$ cat src/rtl/sftx_pkg.sv
package sftx_pkg;

  typedef enum logic {
    PH_IDLE = 1'b0,
    PH_SEND = 1'b1
  } phase_e;

  // Total number of line cycles taken by one frame.
  function automatic int frame_len(input int n_start, input int n_data, input int n_stop);
    return n_start + n_data + n_stop;
  endfunction

  // Width of a counter that indexes every cycle of a frame.
  function automatic int count_width(input int n);
    return (n < 2) ? 1 : $clog2(n);
  endfunction

endpackage

$ cat src/rtl/sftx_bit_counter.sv
module sftx_bit_counter #(
  parameter int FRAME_LEN = 8,
  parameter int CW        = 3
) (
  input  logic          clk,
  input  logic          rst_n,
  input  logic          load,
  input  logic          busy,
  output logic [CW-1:0] cnt,
  output logic          at_last
);

  localparam logic [CW-1:0] LAST_IDX = CW'(FRAME_LEN - 1);

  assign at_last = busy && (cnt == LAST_IDX);

  always_ff @(posedge clk) begin
    if (!rst_n) begin
      cnt <= '0;
    end else if (load || at_last) begin
      cnt <= '0;
    end else if (busy) begin
      cnt <= cnt + 1'b1;
    end
  end

  AST_CNT_RANGE: assert property (@(posedge clk) disable iff (!rst_n)
    cnt <= LAST_IDX);

  AST_CNT_STEP: assert property (@(posedge clk) disable iff (!rst_n)
    (busy && !at_last && !load) |=> (cnt == $past(cnt) + 1'b1));

endmodule

$ cat src/rtl/sftx_ctrl.sv
module sftx_ctrl
  import sftx_pkg::*;
(
  input  logic clk,
  input  logic rst_n,
  input  logic start_req,
  input  logic at_last,
  output logic load,
  output logic shift,
  output logic busy
);

  phase_e phase;
  logic   accept;

  // A request is taken while idle, or on the final stop bit to chain frames.
  assign accept = start_req && ((phase == PH_IDLE) || at_last);
  assign load   = accept;
  assign shift  = (phase == PH_SEND) && !accept;
  assign busy   = (phase == PH_SEND);

  always_ff @(posedge clk) begin
    if (!rst_n) begin
      phase <= PH_IDLE;
    end else if (accept) begin
      phase <= PH_SEND;
    end else if (at_last) begin
      phase <= PH_IDLE;
    end
  end

  AST_LAST_ENDS: assert property (@(posedge clk) disable iff (!rst_n)
    (at_last && !start_req) |=> !busy);

  AST_CHAIN: assert property (@(posedge clk) disable iff (!rst_n)
    (at_last && start_req) |=> busy);

  AST_MID_HOLD: assert property (@(posedge clk) disable iff (!rst_n)
    (busy && !at_last) |=> busy);

  AST_LOAD_QUAL: assert property (@(posedge clk) disable iff (!rst_n)
    load |-> (!busy || at_last));

endmodule

$ cat src/rtl/sftx_shifter.sv
module sftx_shifter #(
  parameter int N_START = 1,
  parameter int N_DATA  = 8,
  parameter int N_STOP  = 1
) (
  input  logic              clk,
  input  logic              rst_n,
  input  logic              load,
  input  logic              shift,
  input  logic [N_DATA-1:0] data_in,
  output logic              line_out
);

  localparam int FL = sftx_pkg::frame_len(N_START, N_DATA, N_STOP);

  logic [FL-1:0] shreg;

  // Frame image: low start field on top, word MSB first, high stop field last.
  function automatic logic [FL-1:0] build_frame(input logic [N_DATA-1:0] w);
    return {{N_START{1'b0}}, w, {N_STOP{1'b1}}};
  endfunction

  assign line_out = shreg[FL-1];

  always_ff @(posedge clk) begin
    if (!rst_n) begin
      shreg <= '1;
    end else if (load) begin
      shreg <= build_frame(data_in);
    end else if (shift) begin
      shreg <= {shreg[FL-2:0], 1'b1};
    end
  end

  AST_FIRST_START_LOW: assert property (@(posedge clk) disable iff (!rst_n)
    load |=> !line_out);

endmodule

$ cat src/rtl/serial_frame_tx.sv
module serial_frame_tx #(
  parameter int N_START = 1,
  parameter int N_DATA  = 8,
  parameter int N_STOP  = 1
) (
  input  logic              clk,
  input  logic              rst_n,
  input  logic              start_req,
  input  logic [N_DATA-1:0] data_in,
  output logic              line_out,
  output logic              busy
);

  localparam int FL = sftx_pkg::frame_len(N_START, N_DATA, N_STOP);
  localparam int CW = sftx_pkg::count_width(FL);

  // Named internal events for the assertions.
  logic          ev_load;
  logic          ev_shift;
  logic          ev_last;
  logic [CW-1:0] bit_idx;

  sftx_ctrl u_ctrl (
    .clk       (clk),
    .rst_n     (rst_n),
    .start_req (start_req),
    .at_last   (ev_last),
    .load      (ev_load),
    .shift     (ev_shift),
    .busy      (busy)
  );

  sftx_bit_counter #(
    .FRAME_LEN (FL),
    .CW        (CW)
  ) u_cnt (
    .clk     (clk),
    .rst_n   (rst_n),
    .load    (ev_load),
    .busy    (busy),
    .cnt     (bit_idx),
    .at_last (ev_last)
  );

  sftx_shifter #(
    .N_START (N_START),
    .N_DATA  (N_DATA),
    .N_STOP  (N_STOP)
  ) u_shift (
    .clk      (clk),
    .rst_n    (rst_n),
    .load     (ev_load),
    .shift    (ev_shift),
    .data_in  (data_in),
    .line_out (line_out)
  );

  initial begin
    assert (N_START >= 1 && N_DATA >= 1 && N_STOP >= 1);
  end

  AST_IDLE_HIGH: assert property (@(posedge clk) disable iff (!rst_n)
    !busy |-> line_out);

  AST_RESET_STATE: assert property (@(posedge clk)
    !rst_n |=> (line_out && !busy));

  AST_START_FIELD: assert property (@(posedge clk) disable iff (!rst_n)
    (busy && (bit_idx < CW'(N_START))) |-> !line_out);

  AST_STOP_FIELD: assert property (@(posedge clk) disable iff (!rst_n)
    (busy && (bit_idx >= CW'(N_START + N_DATA))) |-> line_out);

endmodule

$ cat config.mk
export PLATFORM = sky130hd
export DESIGN_NAME = serial_frame_tx
export DESIGN_NICKNAME = d
export VERILOG_FILES = /design/src/rtl/sftx_pkg.sv /design/src/rtl/sftx_bit_counter.sv /design/src/rtl/sftx_ctrl.sv /design/src/rtl/sftx_shifter.sv /design/src/rtl/serial_frame_tx.sv
export SDC_FILE = /design/constraint.sdc
export NUM_CORES = 1
export LEC_CHECK = 0
export ABC_AREA = 1
export BUFFER_PORTS_ARGS = -buffer_cell sky130_fd_sc_hd__buf_2
export CAP_MARGIN = 20
export CORE_UTILIZATION = 35
export CTS_BUF_LIST = sky130_fd_sc_hd__clkbuf_16
export DETAILED_ROUTE_END_ITERATION = 6
export PLACE_DENSITY = 0.63
export SLEW_MARGIN = 25
export SYNTH_ARGS = -nofsm -noshare
export SYNTH_HDL_FRONTEND = slang
export SYNTH_SLANG_ARGS = --single-unit
$ cat constraint.sdc
create_clock -name clk -period 1.64 [get_ports clk]
set_clock_uncertainty 0.1 [all_clocks]
set_input_delay 0 -clock clk [delete_from_list [all_inputs] [get_ports clk]]
set_output_delay 0 -clock clk [all_outputs]
set_load 0.02 [all_outputs]
* After elaboration in Yosys (flattened, before gate mapping) *
Cells that the tools add are included.
Widths: inputs -> output; s select.

operators by class
  $add $sub $neg = 1
  multiply operators = 0
  divide/modulo/power cells = 0
  order comparisons = 0
  equal/unequal tests = 1
  shift operators = 0
  multiplexer cells = 4
  bitwise logic cells = 2
  reductions and logical operators = 9

operators with widths
  operator             number
  $mux 10              2
  $add 4x1->4 const B  1
  $eq 4x4->1 const B   1
  $reduce_bool 2->1    2
  $logic_and 1x1->1    3
  $logic_or 1x1->1     2
  $mux 1               2
  $not 1->1            2
  $reduce_or 2->1      1
  $logic_not 1->1      1

storage, ports and cells
  bits in registers = 14
  latch bits = 0
  memory bits (writable) = 0
  bits in read-only memories = 0
  input bits = 11
  logic and storage cells = 20
  memories = 0

* Depth between registers and ports, before layout *
  depth after elaboration = 8
  gate-level depth with buffers = 8

* Modules after synthesis *
Synthesis repeated with hierarchy kept, for this count alone.

unflattened totals
  cells, all modules = 92
  area, all modules = 681.9 um^2

by module, submodules not included
  module            instances  cells an instance  area an instance (um^2)  sequential area each (um^2)
  sftx_shifter      1          54                 410.4                    180.2
  sftx_bit_counter  1          30                 215.2                    80.1
  sftx_ctrl         1          8                  56.3                     20.0

* Worst setup path before layout *
Ideal clock, no wire load.

  path type = reg2reg
  from = register u_ctrl.phase, in the netlist u_ctrl.busy
  to = register u_shift.shreg[8]
  library setup time = 0.119 ns
  arrival = 1.004 ns
  setup slack = 0.416 ns
  stages on the path, launching flop included = 6
  path buffers = 2
  clock period less this slack = 1.224 ns
  cell sequence = dfxtp_1 > buf_6 > nor2_8 > buf_8 > a21oi_1 > nand3_2

on the way
  word-level cells in the longest chain between the ends = 6

ends and longest elaborated chain
  item                                                   line                                     text
  from (decl)                                            sftx_ctrl.sv:13                          phase_e phase;
  from (signal assigned)                                 sftx_ctrl.sv:24                          phase <= PH_IDLE;
  from (signal assigned)                                 sftx_ctrl.sv:26                          phase <= PH_SEND;
  from (signal assigned)                                 sftx_ctrl.sv:28                          phase <= PH_IDLE;
  $logic_and 1x1->1 / $not 1->1 (equally long branches)  sftx_bit_counter.sv:15, sftx_ctrl.sv:17
  $logic_or 1x1->1                                       sftx_ctrl.sv:17                          assign accept = start_req && ((phase == PH_IDLE) || at_last);
  $logic_and 1x1->1                                      sftx_ctrl.sv:17
  $logic_not 1->1                                        sftx_ctrl.sv:19                          assign shift = (phase == PH_SEND) && !accept;
  $logic_and 1x1->1                                      sftx_ctrl.sv:19
  $reduce_bool 2->1 (no source line)                     -
  to (signal assigned)                                   sftx_shifter.sv:29                       shreg <= build_frame(data_in);
  to (signal assigned)                                   sftx_shifter.sv:31                       shreg <= {shreg[FL-2:0], 1'b1};
  to (decl)                                              sftx_shifter.sv:16                       logic [FL-1:0] shreg;

Parallel ways exist; a longest one is shown, timed or not.
A chain may end at the register's enable or synchronous reset.

* Worst setup path in the final report *
  from = register u_cnt.cnt[0]
  to = register u_shift.shreg[6]

on the way
  word-level cells in the longest chain between the ends = 7

ends and longest elaborated chain
  item                                line                    text
  from (decl)                         sftx_bit_counter.sv:9   output logic [CW-1:0] cnt,
  from (signal assigned)              sftx_bit_counter.sv:23  cnt <= cnt + 1'b1;
  $eq 4x4->1 (*)                      sftx_bit_counter.sv:15  assign at_last = busy && (cnt == LAST_IDX);
  $logic_and 1x1->1 (*)               sftx_bit_counter.sv:15
  $logic_or 1x1->1 (*)                sftx_ctrl.sv:17
  $logic_and 1x1->1 (*)               sftx_ctrl.sv:17
  $logic_not 1->1                     sftx_ctrl.sv:19
  $logic_and 1x1->1                   sftx_ctrl.sv:19
  $reduce_bool 2->1 (no source line)  -

Every way passes the cells marked *; elsewhere a longest branch is shown, timed or not.

==> results.md <==
* Vias/cell at 4.49
* Post-Synth XOR/XNOR Area at 3.53%
* Synth area leaders: dfxtp_1 (38%), nand3_1 (11%), a21oi_1 (6.7%)
* Number of I/O port buffers at 12
* Final Util at 48.4%
* CTS tree: yes
* Grt ovf at 0
* Post-synthesis cell count at 97
* Net Count, Synth at 110
* Initial core utilization at between 30% and 40%
* DRC marker count from the first detailed-route iteration at 11
* Core ar. at about 2000 µm²
* GP Congestion at between 0.7 and 0.8
* Hold WC Path Type: input pin to register
* CP endpoint kind: register
* Fmax at 718 MHz
* Compound-cell area share of the yosys netlist at 7.39%
* Slowest cell on the critical path: dfxtp_1
* Largest stage delay on the critical path at between 0.3 and 0.4 ns
* Clock Tree Root: clkbuf_16
* Unrepaired setup endpoints after global routing: no
* Fin Setup TNS at 0 ns
* Adder-cell share of the synthesized area at 3.36%
* Post-synth cell types at 19
* Initial antenna violation count at 0
* Share of the synthesized area in the top cell type at 37.6%
* MaxCap Viol Count at 0
* Critical setup path kind: register to register
* Final ANT Viol Nets at 0
* Cell area after synthesis at 744 µm²
* Setup WS pre-CTS at approximately 0.24 ns
* Buffers & Inverters on Critical Path at 0
* WHS at 0.0649 ns
* Flop and latch count out of synthesis at 14
* Postcts setup bufs at 0
* Slew headroom at about three quarters
* N_diodes at 0
* Pin count of the biggest net entering global routing at 18
* Status: finished, final reports clean
* Leak at 0.455 nW
* Pwr Density at 1050 nW/µm²
* Cell Count, Final, Fillers Out at 145
* Post-route cell area at ~960 µm²
* PostCTS Resize Cnt at 0
* Vias in the first global route at 541
* First-pass GRT wire length at 2140 µm
* Worst Path Required at 1.67 ns
* Avg Cell Area, Syn at between 7 and 8 µm²
* Largest family of logic cells by synthesized area: simple AND/OR/NAND/NOR gates
* Power, Total at 1.00 mW
* Reg clk slew, reported paths at 0.05 ns
* H-Tree Depth at 1
* Setup violations, final at 0
* P&R area growth vs syn at 28.7%
* Synth Area in Simple Gates at 33.6%
* Routed wire length at 1340 µm
* TritonCTS Buffers at 3
* Router iterations before antenna repair at 4
* Routed vias at 651
* Final min period at between 1 and 1.5 ns
* Placement Rows at 16
* Sequential share of the synthesized area at between 30% and 40%
* Routed len/inst at slightly above 9 µm
* DP Area at 790 µm²
* Num ports at 13
* Final Max Slew Viols at 0
* Final period util at a little over four fifths
* Layout net count at 132
* Least-Margin Pin Slew at 0.369 ns
* Mux share of post-synthesis cell area at 0%
* Placed Cells at 132
* Die area at 2320 µm²
* Critical path fanouts, max at 11
* Clock sink count at 14
* Dpl hpwl at 864 µm
* Crit path DAT at about 1.4 ns
* Hold bufs inserted after CTS at 9
* CP Cell Sequence: ha_1 -> nand3_1 -> nand2_2 -> nand2_2 -> nand2_1 -> nand3_1
* YS warnings at 0
* Final Hold Fails at 0
* Die X-Extent at between 40 and 50 µm
* Max IR drop VDD at 0.485 mV
* GR Util All Layers at 13.8%
* Post-synth top area cell: dfxtp_1
* # DRC at 0
* Maximum buffer depth of the clock tree at 2
* Fin worst setup slack at 0.248 ns
* Die H at around 48 µm
* Clk_lat worst skew at between 0.2 and 0.3 ns
* CP startpoint kind: register
* Fill cells at 193
* Worst path top cell family by delay: simple AND/OR/NAND/NOR gates
* Share of post-route cells with drive strength above 1 at 21.2%
[area by class of cell]
type	count	area (µm²)	share of cell area, %
timing repair buffer	21	150	15.7
inverter	15	58.8	6.14
multi-input combinational	64	357	37.2
clock inverter	1	3.75	0.392
tap	27	33.8	3.52
sequential	14	280	29.2
clock buffer	3	75.1	7.83
[per-layer routing]
| metal | up-vias | part of all wire (%) | track usage [%] |
|---|---|---|---|
| met5 | - | 0 | 0 |
| met4 | 0 | 1.5 | 10.0 |
| met3 | 2 | 2.8 | 4.44 |
| met2 | 11 | 45 | 19.5 |
| met1 | 294 | 51 | 17.7 |
| li1 | 344 | - | - |
[flip-flops by register name, summed over array words and instances (netlist names)]
register and cells:
u_shift.shreg 9, u_ctrl.busy 1, u_cnt.cnt 4
[final timing paths]
check,slack (ns),from,endpoint,depth (start not counted)
worst max-delay path,0.25,u_cnt.cnt[0]$_SDFFE_PP0P_,u_shift.shreg[6]$_SDFFE_PN1P_,6
worst min-delay path,0.06,start_req,u_shift.shreg[4]$_SDFFE_PN1P_,3
worst max register to register,0.25,u_cnt.cnt[0]$_SDFFE_PP0P_,u_shift.shreg[6]$_SDFFE_PN1P_,6
worst min register to register,0.38,u_shift.shreg[8]$_SDFFE_PN1P_,u_shift.shreg[9]$_SDFFE_PN1P_,2
[logic make-up (layout without fill, tap and decap cells)]
kind of cell	after synthesis	after routing
adder cells (fa/ha/maj)	2	2
XOR/XNOR	3	3
AND/OR/NAND/NOR	48	48
buffers and inverters	19	40
AO/OA/AOI/OAI	11	11
flip-flops	14	14
[cells in the mapped netlist, drive strengths merged]
cell type	count
buf	4
ha	2
inv	14
a21oi	10
xor2	1
nand3	17
xnor2	2
dfxtp	14
clkinv	1
nor2	13
o21ai	1
nand2	18
[power by group]
part | total [mW] | switching [mW] | internal [mW]
Sequential | 0.385 | 0.0186 | 0.367
Combinational | 0.152 | 0.0846 | 0.0677
Clock | 0.467 | 0.145 | 0.323
Total | 1.00 | 0.248 | 0.757
[layout by cell type (no fill, tap or decap), types with 2 or more instances in the layout]
master and instances:
clkinv_1 2, nor2_1 10, nor2_2 2, ha_1 2, dlygate4sd3_1 9, nand2_1 13
nand2_2 3, dfxtp_1 14, inv_1 13, nand2_4 2, xnor2_1 2, clkbuf_16 3
a21oi_1 10, nand3_1 16, buf_2 12
[tightest hold or removal path, stage by stage]
cell	delay, ns
buf_2	0.18
nand3_1	0.11
nand3_1	0.06
Power figures use the tool's default switching activity.
